$ cat config.mk
export PLATFORM = sky130hd
export DESIGN_NAME = dec_updown_ctr
export DESIGN_NICKNAME = d
export VERILOG_FILES = /design/src/rtl/dec_ctr_pkg.sv /design/src/rtl/dec_ctr_sync.sv /design/src/rtl/dec_ctr_edge.sv /design/src/rtl/dec_ctr_core.sv /design/src/rtl/dec_updown_ctr.sv
export SDC_FILE = /design/constraint.sdc
export NUM_CORES = 1
export LEC_CHECK = 0
export ABC_AREA = 1
export BUFFER_PORTS_ARGS = -buffer_cell sky130_fd_sc_hd__buf_2
export CAP_MARGIN = 10
export CORE_AREA = 4 4 46 48
export DETAILED_ROUTE_END_ITERATION = 6
export DIE_AREA = 0 0 50 52
export PLACE_DENSITY = 0.78
export SYNTH_ARGS = -nofsm -noshare
export SYNTH_HDL_FRONTEND = slang
export SYNTH_SLANG_ARGS = --single-unit
$ cat constraint.sdc
create_clock -name clk -period 1.58 [get_ports clk]
set_clock_uncertainty 0.15 [all_clocks]
set_input_delay 0.079 -clock clk [delete_from_list [all_inputs] [get_ports clk]]
set_output_delay 0.079 -clock clk [all_outputs]
set_load 0.1 [all_outputs]
$ cat src/rtl/dec_ctr_pkg.sv
package dec_ctr_pkg;

  localparam int CW = 4;
  localparam logic [CW-1:0] TOP_LEGAL = 4'd9;

  typedef logic [CW-1:0] cnt_t;

  // successor when counting up, including recovery of codes 10..15
  function automatic cnt_t step_up(input cnt_t v);
    cnt_t r;
    case (v)
      4'd9:    r = 4'd0;
      4'd11:   r = 4'd6;
      4'd13:   r = 4'd4;
      4'd15:   r = 4'd2;
      default: r = v + 4'd1;
    endcase
    return r;
  endfunction

  // predecessor when counting down; codes above nine simply decrement
  function automatic cnt_t step_dn(input cnt_t v);
    cnt_t r;
    if (v == 4'd0) r = TOP_LEGAL;
    else           r = v - 4'd1;
    return r;
  endfunction

endpackage

$ cat src/rtl/dec_ctr_sync.sv
module dec_ctr_sync #(
  parameter int   STAGES  = 2,
  parameter logic RST_VAL = 1'b1
) (
  input  logic clk,
  input  logic rst_n,
  input  logic d_i,
  output logic q_o
);

  logic [STAGES-1:0] chain_d;
  logic [STAGES-1:0] chain_q;

  generate
    for (genvar i = 0; i < STAGES; i++) begin : g_stage
      if (i == 0) begin : g_first
        assign chain_d[i] = d_i;
      end else begin : g_next
        assign chain_d[i] = chain_q[i-1];
      end
    end
  endgenerate

  always_ff @(posedge clk or negedge rst_n) begin
    if (!rst_n) chain_q <= {STAGES{RST_VAL}};
    else        chain_q <= chain_d;
  end

  assign q_o = chain_q[STAGES-1];

endmodule

$ cat src/rtl/dec_ctr_edge.sv
module dec_ctr_edge #(
  parameter int SYNC_STAGES = 2
) (
  input  logic clk,
  input  logic rst_n,
  input  logic strobe_i,
  output logic level_o,
  output logic rise_o
);

  logic lvl;
  logic prev_q;

  dec_ctr_sync #(.STAGES(SYNC_STAGES), .RST_VAL(1'b1)) u_sync (
    .clk   (clk),
    .rst_n (rst_n),
    .d_i   (strobe_i),
    .q_o   (lvl)
  );

  always_ff @(posedge clk or negedge rst_n) begin
    if (!rst_n) prev_q <= 1'b1;
    else        prev_q <= lvl;
  end

  assign level_o = lvl;
  assign rise_o  = lvl & ~prev_q;

endmodule

$ cat src/rtl/dec_ctr_core.sv
module dec_ctr_core
  import dec_ctr_pkg::*;
(
  input  logic clk,
  input  logic rst_n,
  input  logic up_lvl_i,
  input  logic up_rise_i,
  input  logic dn_lvl_i,
  input  logic dn_rise_i,
  input  logic clear_i,
  input  logic load_n_i,
  input  cnt_t preset_i,
  output cnt_t cnt_o,
  output logic carry_n_o,
  output logic borrow_n_o
);

  cnt_t cnt_q, cnt_d;
  logic up_go, dn_go;
  logic carry_n_q, carry_n_d;
  logic borrow_n_q, borrow_n_d;

  // an edge counts only while the opposite strobe rests high
  assign up_go = up_rise_i & dn_lvl_i;
  assign dn_go = dn_rise_i & up_lvl_i;

  always_comb begin
    cnt_d = cnt_q;
    if (clear_i)               cnt_d = '0;
    else if (!load_n_i)        cnt_d = preset_i;
    else if (up_go && !dn_go)  cnt_d = step_up(cnt_q);
    else if (dn_go && !up_go)  cnt_d = step_dn(cnt_q);
  end

  always_comb begin
    carry_n_d  = ~(cnt_q[0] & cnt_q[3] & ~up_lvl_i);
    borrow_n_d = ~((cnt_q == '0) & ~dn_lvl_i);
  end

  always_ff @(posedge clk or negedge rst_n) begin
    if (!rst_n) begin
      cnt_q      <= '0;
      carry_n_q  <= 1'b1;
      borrow_n_q <= 1'b1;
    end else begin
      cnt_q      <= cnt_d;
      carry_n_q  <= carry_n_d;
      borrow_n_q <= borrow_n_d;
    end
  end

  assign cnt_o      = cnt_q;
  assign carry_n_o  = carry_n_q;
  assign borrow_n_o = borrow_n_q;

endmodule

$ cat src/rtl/dec_updown_ctr.sv
module dec_updown_ctr
  import dec_ctr_pkg::*;
#(
  parameter int SYNC_STAGES = 2
) (
  input  logic          clk,
  input  logic          rst_n,
  input  logic          up_clk_i,
  input  logic          dn_clk_i,
  input  logic          clear_i,
  input  logic          load_n_i,
  input  logic [CW-1:0] preset_i,
  output logic [CW-1:0] count_o,
  output logic          carry_n_o,
  output logic          borrow_n_o
);

  logic up_lvl, up_rise, dn_lvl, dn_rise;
  cnt_t held;

  dec_ctr_edge #(.SYNC_STAGES(SYNC_STAGES)) u_up_edge (
    .clk      (clk),
    .rst_n    (rst_n),
    .strobe_i (up_clk_i),
    .level_o  (up_lvl),
    .rise_o   (up_rise)
  );

  dec_ctr_edge #(.SYNC_STAGES(SYNC_STAGES)) u_dn_edge (
    .clk      (clk),
    .rst_n    (rst_n),
    .strobe_i (dn_clk_i),
    .level_o  (dn_lvl),
    .rise_o   (dn_rise)
  );

  dec_ctr_core u_core (
    .clk        (clk),
    .rst_n      (rst_n),
    .up_lvl_i   (up_lvl),
    .up_rise_i  (up_rise),
    .dn_lvl_i   (dn_lvl),
    .dn_rise_i  (dn_rise),
    .clear_i    (clear_i),
    .load_n_i   (load_n_i),
    .preset_i   (preset_i),
    .cnt_o      (held),
    .carry_n_o  (carry_n_o),
    .borrow_n_o (borrow_n_o)
  );

  // clear and load are levels that override the visible value immediately
  always_comb begin
    if (clear_i)        count_o = '0;
    else if (!load_n_i) count_o = preset_i;
    else                count_o = held;
  end

endmodule

==> out/metrics.yaml, run 1 <==
cp_max_fo: 6
hold_viol: 0
synth.largest_area_cell: "dfstp_2"
clk_path_buf_depth: 2
initial_core_util: 0.4410
violations: "negative setup slack"
synth.avg_cell_area_um2: 8.013
finalMaxSlewViolations: 0
die_x_um: 50
numCtsBuffers: 3
met2_usage: 0.2435
worstPathCellList: "inv_4 -> nor2_4 -> nand2_2 -> ha_4 -> nand3_4 -> inv_4 -> nor2_2 -> nand2_1 -> o21ai_1"
antenna_found_initial: 0
portBuffers: 15
synth_top_cells_by_count: "nand2_1, dfstp_2, inv_1"
syn-num-nets: 109
vias_per_cell: 4.741
final_core_util: 0.6579
final.setup.tns_ns: -0.2825
placed_cells: 138
vias: 697
gp_congestion: 0.8281
cts-root-buf: "clkbuf_4"
cp_slowest_stage_delay_ns: 0.56
critPathMostFrequentCell: "inv_4"
worstSetupPathType: "flip-flop to flip-flop"
tightest_slew_ns: 0.5027
cts_tree: "built"
synth.distinct_cells: 20
ys_ff_latch: 12
final_cells: 147
dpl.hpwl_um: 1363
crit_end: "u_core.cnt_o[2]"
drt_wl_total_um: 1701
grt_setup_unrepaired: "yes"
multi_input_area_um2: 457.9
drtAntennaViolNets: 0
maxCapViolations: 0
critPathArrivalTime_ns: 1.67
relSlewSlack: 0.6613
cp.required_ns: 1.59
busiest_layer: "met2"
finalPower_mw: 1.028
die_h_um: 52
post_route_cells_drive_above_1_share: 0.5082
rrSetupSlack_ns: -0.08
drtIter0Drc: 20
dpl_worst_slack_ns: -0.1360
syn_inst: 94
h-tree-depth: 1
fmax_ghz: 0.6020
cp_num_cells: 9
wl_per_cell_um: 11.57
grt_pass1_vias: 742
status: "complete, but fails checks"
pin_count: 16
die_area_um2: 2600
fin_crit_sh: 1.051
grt_overflow: 0
fin_nets: 138
antenna_cells: 0
synth-edff-count: 0
setup_viol: 4
grt_use_met3: 0.02865
grt_pass1_wl_um: 2973
clk_latency_ns: 0.27
yosysMostFrequentCell: "nand2_1"
path_buf_inv: 2
ir_drop_v: 0.0006289
coreArea_um2: 1708
synth_ff_type: "dfstp_2"
cp_top_family: "flip-flops"
fp-row-count: 15
grt_usage: 0.1522
period_needed_ns: 1.661
drc_errors: 0
yosysTopAreaCellShare: 0.2791
synthArstFlopShare: 1.000
reg2reg_from: "u_up_edge.u_sync.chain_q[1]"
worst_hold_path_type: "input port to async pin"
critPathSlowestCell: "dfstp_2"
syn_area_um2: 753.2
seqCellArea_um2: 311.5
firstDrtPassIters: 4
r2r_end: "u_core.cnt_o[2]"
end_kind: "flip-flop"
synth_seq_area_share: 0.4120
clk_pin_slew_ns: 0.07
startpoint: "u_up_edge.u_sync.chain_q[1]"
ys_warn_count: 0
synth_top_cells_by_area: "dfstp_2, nand2_1, dfrtp_1, ha_1, nand3_1"
worst_r2r_path_depth: 9
start_kind: "flip-flop"
grt_max_degree: 14
area_growth_pct: 49.17
cts_sinks: 12
global_route.usage.met1: 0.1800
cellLeakagePower_nw: 0.5134
final.setup.worst_slack_ns: -0.08126
fillers: 133
p_per_area_nw_per_um2: 914.7
[cells in the final DEF, fill, tap and decap left out]
cell	synthesis	final
nor2_1	7	3
a21oi_4	0	3
inv_2	2	3
nand3_1	7	6
nand2_1	29	28
nor2_4	1	3
dfrtp_2	0	1
xor2_1	1	1
o21ai_2	0	2
dfstp_2	8	8
nor3_4	0	1
clkbuf_4	0	3
dlygate4sd3_1	0	3
nand2_2	0	1
inv_6	1	1
buf_4	0	9
a22oi_1	1	1
inv_1	8	4
o21ai_1	7	5
dfrtp_1	4	3
a21oi_2	0	1
buf_12	1	4
ha_1	5	4
inv_4	0	3
nand2_4	1	1
clkbuf_8	0	1
nor2_2	2	4
buf_2	0	11
ha_4	0	1
nand3_4	0	1
o21ai_0	2	2
[worst reg2reg max path: cells and delay by family (launching register included)]
family | cells | cell delay [ns]
flip-flops | 1 | 0.56
AND/OR/NAND/NOR | 5 | 0.36
adder cells (fa/ha/maj) | 1 | 0.28
buffers and inverters | 2 | 0.16
AO/OA/AOI/OAI | 1 | 0.06
[per-stage QoR]
stage	hold WS (ns)	instance area, um2
floorplan	-0.3666	823.3
global placement	-0.1917	999.7
detailed placement	-0.1848	999.7
CTS	0.05287	1092
global route	0.08393	1124
finish	0.06075	1124
[final cells by class]
| type | count | share of cell area |
|---|---|---|
| Tap cell | 25 | 0.02784 |
| Multi-Input combinational cell | 68 | 0.4076 |
| Timing Repair Buffer | 27 | 0.2071 |
| Sequential cell | 12 | 0.2773 |
| Clock buffer | 4 | 0.03229 |
| Inverter | 11 | 0.04788 |
[flip-flops by register name, indices dropped and copies added, names as in the netlist]
register / flops
u_core.borrow_n_o: 1
u_dn_edge.u_sync.chain_q: 2
u_core.cnt_o: 4
u_up_edge.prev_q: 1
u_core.carry_n_o: 1
u_dn_edge.prev_q: 1
u_up_edge.u_sync.chain_q: 2
[worst min-delay path by stage]
| stage | slack (ns) | startpoint | endpoint | cells past startpoint |
|---|---|---|---|---|
| after global routing | 0.08 | rst_n | u_core.cnt_o[1] | 2 |
| after CTS | 0.05 | rst_n | u_core.cnt_o[1] | 2 |
| final | 0.06 | rst_n | u_core.cnt_o[1] | 2 |
| after detailed placement | -0.18 | rst_n | u_core.cnt_o[1] | 1 |
| after floorplan | -0.37 | rst_n | u_core.cnt_o[0] | 0 |
| after global placement | -0.19 | rst_n | u_core.cnt_o[1] | 1 |
[cell families after synthesis]
family	share of synthesized area
compound gates	0.09635
fa+ha+maj	0.08306
flops	0.4120
xor+xnor	0.01163
buf+inv	0.1179
simple gates	0.2791
[metal layers]
| layer | wire length, um | vias to the layer above |
|---|---|---|
| met3 | 71 | 6 |
| met1 | 711 | 320 |
| met4 | 46 | 0 |
| met5 | 0 | - |
| met2 | 871 | 20 |
| li1 | - | 351 |
[repair_timing]
| item | in CTS | in global routing |
|---|---|---|
| endpoints found under the hold margin | 14 | 0 |
| cloned | 0 | 0 |
| hold buffers | 3 | 0 |
| pin swaps | 6 | 5 |
| buffers inserted | 2 | 0 |
| gates resized for setup | 3 | 12 |
| setup endpoints to repair | 4 | 6 |
[power by group]
group,switching [mW],internal (mW)
Combinational,0.258,0.157
Clock,0.0973,0.140
Sequential,0.0334,0.342
Note: power is estimated with default switching activity, not from simulation.
==> run 2: changes to the inputs <==
--- a/config.mk
+++ b/config.mk
@@ -12,6 +12,7 @@
 export DETAILED_ROUTE_END_ITERATION = 6
 export DIE_AREA = 0 0 50 52
 export PLACE_DENSITY = 0.78
+export SETUP_SLACK_MARGIN = 0.2
 export SYNTH_ARGS = -nofsm -noshare
 export SYNTH_HDL_FRONTEND = slang
 export SYNTH_SLANG_ARGS = --single-unit
==> constraint.sdc (replaced) <==
create_clock -name clk -period 1.41 [get_ports clk]
set_clock_uncertainty 0.15 [all_clocks]
set_input_delay 0.0705 -clock clk [delete_from_list [all_inputs] [get_ports clk]]
set_output_delay 0.0705 -clock clk [all_outputs]
set_load 0.1 [all_outputs]
==> run 2 against run 1 <==
The flow still finishes with violations (negative setup slack). Fmax shrank 4.6%. Sequential share of layout area down 3.7 points. Count of clock-buffer cells in the layout did not move. Combinational power rose by 45%. Die area unchanged. First-iteration DRC count rose by 50%. Largest power group unchanged.
==> out/metrics.yaml, run 2 (synthesized netlist as in run 1, its figures left out) <==
finalMaxSlewViolations: 0  # unchanged
setup_viol: 8  # +4
clockPowerShare: 0.211  # -0.020
drc_errors: 0  # unchanged
seq_power_share: 0.328  # -0.037
maxCapViolations: 0  # unchanged
numCtsBuffers: 3  # unchanged
relSlewSlack: 0.6423  # -0.01907
clk_path_buf_depth: 2  # unchanged
cts_tree: "built"
dpl_worst_slack_ns: -0.2755  # -0.1396 ns
final_cell_mix: "nand2_1, buf_4, buf_2"
grt_setup_unrepaired: "yes"
final.setup.worst_slack_ns: -0.3310  # -0.2498 ns
power.internal_uw: 803.5  # +26%
clk_latency_ns: 0.28  # about the same
drtIter0Drc: 30  # +50%
wl_met3_um: 157  # +120%
grt_usage: 0.1771  # +0.02488
portBuffers: 15  # unchanged
antenna_cells: 0  # unchanged
place_area_um2: 1070  # +7.0%
h-tree-depth: 1  # unchanged
initial_core_util: 0.4410  # unchanged
firstDrtPassIters: 5  # +1
startpoint: "u_up_edge.u_sync.chain_q[1]"
worstSetupPathType: "flip-flop to flip-flop"
die_area_um2: 2600  # unchanged
post_route_cells_drive_above_1_share: 0.6343  # +0.1261
start_kind: "flip-flop"
vias: 806  # +16%
fin_crit_sh: 1.235  # +0.1833
die_h_um: 52  # unchanged
fmax_ghz: 0.5744  # -4.6%
placed_cells: 142  # +2.9%
pin_count: 16  # unchanged
violations: "negative setup slack"
cp_max_fo: 4  # -2
ir_drop_v: 0.0008268  # +31%
final_common_cell: "nand2_1"
antenna_found_initial: 0  # unchanged
switching_share: 0.3842  # +0.005991
wl_met2_um: 1245  # +43%
tightest_slew_ns: 0.5310  # +0.02830 ns
reg2reg_from: "u_up_edge.u_sync.chain_q[1]"
met1_length_um: 920  # +29%
cts_sinks: 12  # unchanged
clk_pin_slew_ns: 0.08  # about the same
grt_overflow: 0  # unchanged
gp_congestion: 0.8583  # +3.6%
fin_nets: 150  # +8.7%
switchingPower_uw: 501.2  # +29%
combPwrFrac: 0.461  # +0.057
cts-root-buf: "clkbuf_4"
cellLeakagePower_nw: 0.5977  # +16%
status: "complete, but fails checks"
drtAntennaViolNets: 0  # unchanged
final.setup.tns_ns: -1.352  # -1.069 ns
p_per_area_nw_per_um2: 998.9  # +9.2%
final_core_util: 0.7648  # +0.1070
design_area_um2: 1306  # +16%
end_kind: "flip-flop"
wl_per_cell_um: 14.87  # +29%
vias_per_cell: 5.069  # +6.9%
period_needed_ns: 1.741  # +0.07977 ns
grt_max_degree: 13  # -1
area_growth_pct: 73.42
largest_reg_flops: 4  # unchanged
drt_wl_total_um: 2365  # +39%
grt_pass1_vias: 787  # +6.1%
hold_viol: 0  # unchanged
die_x_um: 50  # unchanged
coreArea_um2: 1708  # unchanged
worst_hold_path_type: "input port to async pin"
cp.required_ns: 1.42  # -0.17 ns
grt_pass1_wl_um: 3470  # +17%
fp-row-count: 15  # unchanged
critPathArrivalTime_ns: 1.75  # +0.08 ns
dpl.hpwl_um: 1420  # +4.1%
final_cells: 159  # +8.2%
dr.max_layer_used: "met4"
-- run 2: cell count changes in the layout (fill, tap and decap cells not counted), moves of 5 or more --
cell     before  now
buf_4         9   16
buf_6         0    5
nand2_1      28   23
nand2_2       1    6
-- run 2: worst paths after layout --
path / endpoint / slack [ns] / cells past startpoint
max in group asynchronous: u_core.borrow_n_o / 0.79 / 2
max reg2reg: u_core.cnt_o[0] / -0.33 / 8
max: u_core.cnt_o[0] / -0.33 / 8
min reg2reg: u_up_edge.u_sync.chain_q[1] / 0.21 / 0
min in group clk: u_core.cnt_o[2] / 0.10 / 5
min: u_core.cnt_o[0] / 0.05 / 2
-- run 2: area by class of cell --
class | instances | area, um2
Clock buffer | 4 | 36.28
Fill cell | 97 | 401.6
Inverter | 11 | 58.81
Multi-Input combinational cell | 68 | 494.2
Sequential cell | 12 | 314.1
Tap cell | 25 | 31.28
Timing Repair Buffer | 39 | 371.6
-- run 2: worst max-delay path, cell delays in order, from the launching register on --
cell     delay (ns)
dfstp_2        0.56
inv_4          0.05
nor3_4         0.21
ha_4           0.21
inv_4          0.06
o21ai_2        0.12
nand3_1        0.10
nand2_1        0.07
o21ai_1        0.08
-- run 2: per-stage QoR --
step | total power, mW | hold slack, ns
after floorplan | 0.7467 | -0.3751
after CTS | 1.239 | 0.03899
final | 1.305 | 0.05012
after detailed placement | 0.9056 | -0.1982
after global placement | 0.8901 | -0.2010
after global routing | 1.377 | 0.05587
-- run 2: power groups by stage --
stage	combinational, mW	clock (mW)	sequential, mW
final	0.602	0.275	0.428
after floorplan	0.308	0	0.438
after global routing	0.643	0.301	0.432
after CTS	0.543	0.275	0.421
after global placement	0.463	0	0.427
after detailed placement	0.477	0	0.429
-- run 2: timing repair --
item / 4_1_cts / 5_1_grt
gates cloned: 0 / 0
endpoints found under the hold margin: 14 / 0
gates resized for setup: 12 / 20
pin swaps: 8 / 13
buffers inserted: 7 / 3
hold buffers: 3 / 0
setup endpoints to repair: 11 / 11
-- run 2: metal layers --
| layer | vias to the layer above | track usage |
|---|---|---|
| met3 | 6 | 0.04011 |
| met2 | 41 | 0.3196 |
| met1 | 378 | 0.2043 |
| met4 | 0 | 0.05991 |
| met5 | - | 0 |
| li1 | 381 | - |
==> run 3: changes to the inputs <==
--- a/config.mk
+++ b/config.mk
@@ -6,13 +6,14 @@
 export NUM_CORES = 1
 export LEC_CHECK = 0
 export ABC_AREA = 1
-export BUFFER_PORTS_ARGS = -buffer_cell sky130_fd_sc_hd__buf_2
+export BUFFER_PORTS_ARGS = -buffer_cell sky130_fd_sc_hd__clkbuf_2
 export CAP_MARGIN = 10
-export CORE_AREA = 4 4 46 48
+export CORE_AREA = 4 4 51 53
 export DETAILED_ROUTE_END_ITERATION = 6
-export DIE_AREA = 0 0 50 52
-export PLACE_DENSITY = 0.78
+export DIE_AREA = 0 0 55 57
+export PLACE_DENSITY = 0.66
 export SETUP_SLACK_MARGIN = 0.2
 export SYNTH_ARGS = -nofsm -noshare
 export SYNTH_HDL_FRONTEND = slang
 export SYNTH_SLANG_ARGS = --single-unit
+export TNS_END_PERCENT = 5
==> run 3 against run 2 <==
The run still ends with negative setup slack left. Count of clock-buffer cells in the layout is the same. Sequential power hardly changed. First-iteration DRC count is 3.3% higher. Critical path type unchanged.
==> out/metrics.yaml, run 3 (synthesized netlist as in run 1, its figures left out) <==
maxCapViolations: 0  # unchanged
grt_max_degree: 13  # unchanged
grt_setup_unrepaired: "yes"
final_core_util: 0.5649  # -0.1999
ir_drop_v: 0.0008805  # +6.5%
final.setup.worst_slack_ns: -0.2739  # +0.05710 ns
final_common_cell: "nand2_1"
vias: 732  # -9.2%
grt_pass1_wl_um: 2760  # -20%
dpl.hpwl_um: 1417  # -0.19%
relSlewSlack: 0.6800  # +0.03774
design_area_um2: 1214  # -7.1%
post_route_cells_drive_above_1_share: 0.5118  # -0.1225
tightest_slew_ns: 0.4750  # -0.05602 ns
fillers: 190  # +96%
critPathArrivalTime_ns: 1.70  # -0.05 ns
cts_sinks: 12  # unchanged
setup_viol: 7  # -1
pin_count: 16  # unchanged
seq_power_share: 0.351  # +0.023
place_area_um2: 1099  # +2.7%
violations: "negative setup slack"
finalPower_mw: 1.224  # -6.2%
clockPowerShare: 0.224  # +0.013
antenna_found_initial: 0  # unchanged
worst_hold_path_type: "input port to flip-flop"
fin_nets: 143  # -4.7%
fmax_ghz: 0.5939  # +3.4%
cp.required_ns: 1.42  # about the same
start_kind: "flip-flop"
power.internal_uw: 767.9  # -4.4%
grt_usage: 0.1209  # -0.05627
die_h_um: 57  # +9.6%
fp-row-count: 17  # +2
cts-root-buf: "clkbuf_4"
fin_crit_sh: 1.194  # -0.04050
placed_cells: 147  # +3.5%
area_growth_pct: 61.13
drtIter0Drc: 31  # +3.3%
final_cells: 155  # -2.5%
end_kind: "flip-flop"
p_per_area_nw_per_um2: 1008  # +0.95%
drc_errors: 0  # unchanged
grt_pass1_vias: 645  # -18%
period_needed_ns: 1.684  # -0.05710 ns
hold_viol: 0  # unchanged
firstDrtPassIters: 4  # -1
cts_tree: "built"
timing.hold.ws_ns: 0.06335  # +0.01324 ns
combPwrFrac: 0.425  # -0.036
vias_per_cell: 4.723  # -6.8%
drt_wl_total_um: 1852  # -22%
die_x_um: 55  # +10%
drtAntennaViolNets: 0  # unchanged
antenna_cells: 0  # unchanged
finalMaxSlewViolations: 0  # unchanged
clk_path_buf_depth: 2  # unchanged
gp_congestion: 0.8906  # +3.8%
wl_per_cell_um: 11.95  # -20%
clk_pin_slew_ns: 0.08  # about the same
switchingPower_uw: 455.8  # -9.1%
cp_max_fo: 6  # +2
initial_core_util: 0.3506  # -0.09041
status: "complete, but fails checks"
clk_latency_ns: 0.27  # about the same
grt_overflow: 0  # unchanged
numCtsBuffers: 3  # unchanged
worstSetupPathType: "flip-flop to flip-flop"
coreArea_um2: 2148  # +26%
die_area_um2: 3135  # +21%
largest_reg_flops: 4  # unchanged
portBuffers: 15  # unchanged
cellLeakagePower_nw: 0.5610  # -6.1%
final_cell_mix: "nand2_1, clkbuf_2, buf_4"
switching_share: 0.3725  # -0.01168
h-tree-depth: 1  # unchanged
[run 3: cell types whose count changed in the layout (fill, tap and decap cells not counted), sizes merged]
cell / previous run / this run
buf: 36 / 20
clkbuf: 4 / 13
[run 3: cell type report]
| class | instances | area [um2] | area share |
|---|---|---|---|
| repair buffers | 32 | 327.8 | 0.2701 |
| multi-input cells | 68 | 447.9 | 0.3691 |
| clock buffers | 4 | 36.28 | 0.02990 |
| well taps | 28 | 35.03 | 0.02887 |
| flip-flops and latches | 12 | 312.8 | 0.2577 |
| inverters | 11 | 53.80 | 0.04433 |
[run 3: what timing repair did]
action | CTS | global route
setup buffers | 0 | 1
hold buffers | 3 | 0
endpoints found under the setup margin | 11 | 11
endpoints found under the hold margin | 14 | 0
pin swaps | 3 | 7
gates resized for setup | 2 | 14
[run 3: power groups by stage]
stage                     registers, mW  logic (mW)  clock network, mW
final                             0.430       0.520              0.274
after global routing              0.434       0.555              0.288
after CTS                         0.423       0.500              0.280
after detailed placement          0.427       0.492                  0
after global placement            0.425       0.483                  0
after floorplan                   0.438       0.305                  0
[run 3: worst max-delay path, cell delays in order, from the launching register on]
cell	delay, ns
dfstp_2	0.56
inv_4	0.05
nor2_4	0.11
nand2_2	0.08
ha_4	0.28
nand3_4	0.08
inv_4	0.09
nor2_1	0.04
nand2_1	0.05
o21ai_1	0.06
[run 3: per-stage QoR]
| stage | setup TNS, ns | worst slack [ns] |
|---|---|---|
| after floorplan | -0.5861 | -0.1571 |
| after global placement | -0.7561 | -0.1971 |
| after detailed placement | -1.028 | -0.2639 |
| after CTS | -1.685 | -0.2745 |
| after global routing | -1.953 | -0.3652 |
| final | -1.468 | -0.2739 |
[run 3: final timing paths]
path	start	end	slack, ns	cells past startpoint
max	u_up_edge.u_sync.chain_q[1]	u_core.cnt_o[0]	-0.27	9
min	preset_i[3]	u_core.cnt_o[3]	0.06	5
max reg2reg	u_up_edge.u_sync.chain_q[1]	u_core.cnt_o[0]	-0.27	9
min reg2reg	u_up_edge.u_sync.chain_q[0]	u_up_edge.u_sync.chain_q[1]	0.21	0
max in group asynchronous	rst_n	u_core.carry_n_o	0.75	2
min in group asynchronous	rst_n	u_core.cnt_o[1]	0.08	2
[run 3: layer usage]
layer  share of wire  global-route usage  routed length, um
met2            0.52              0.1976                970
met1            0.41              0.1555                767
met3           0.042            0.007833                 77
met5               0                   0                  0
met4           0.020             0.06250                 37
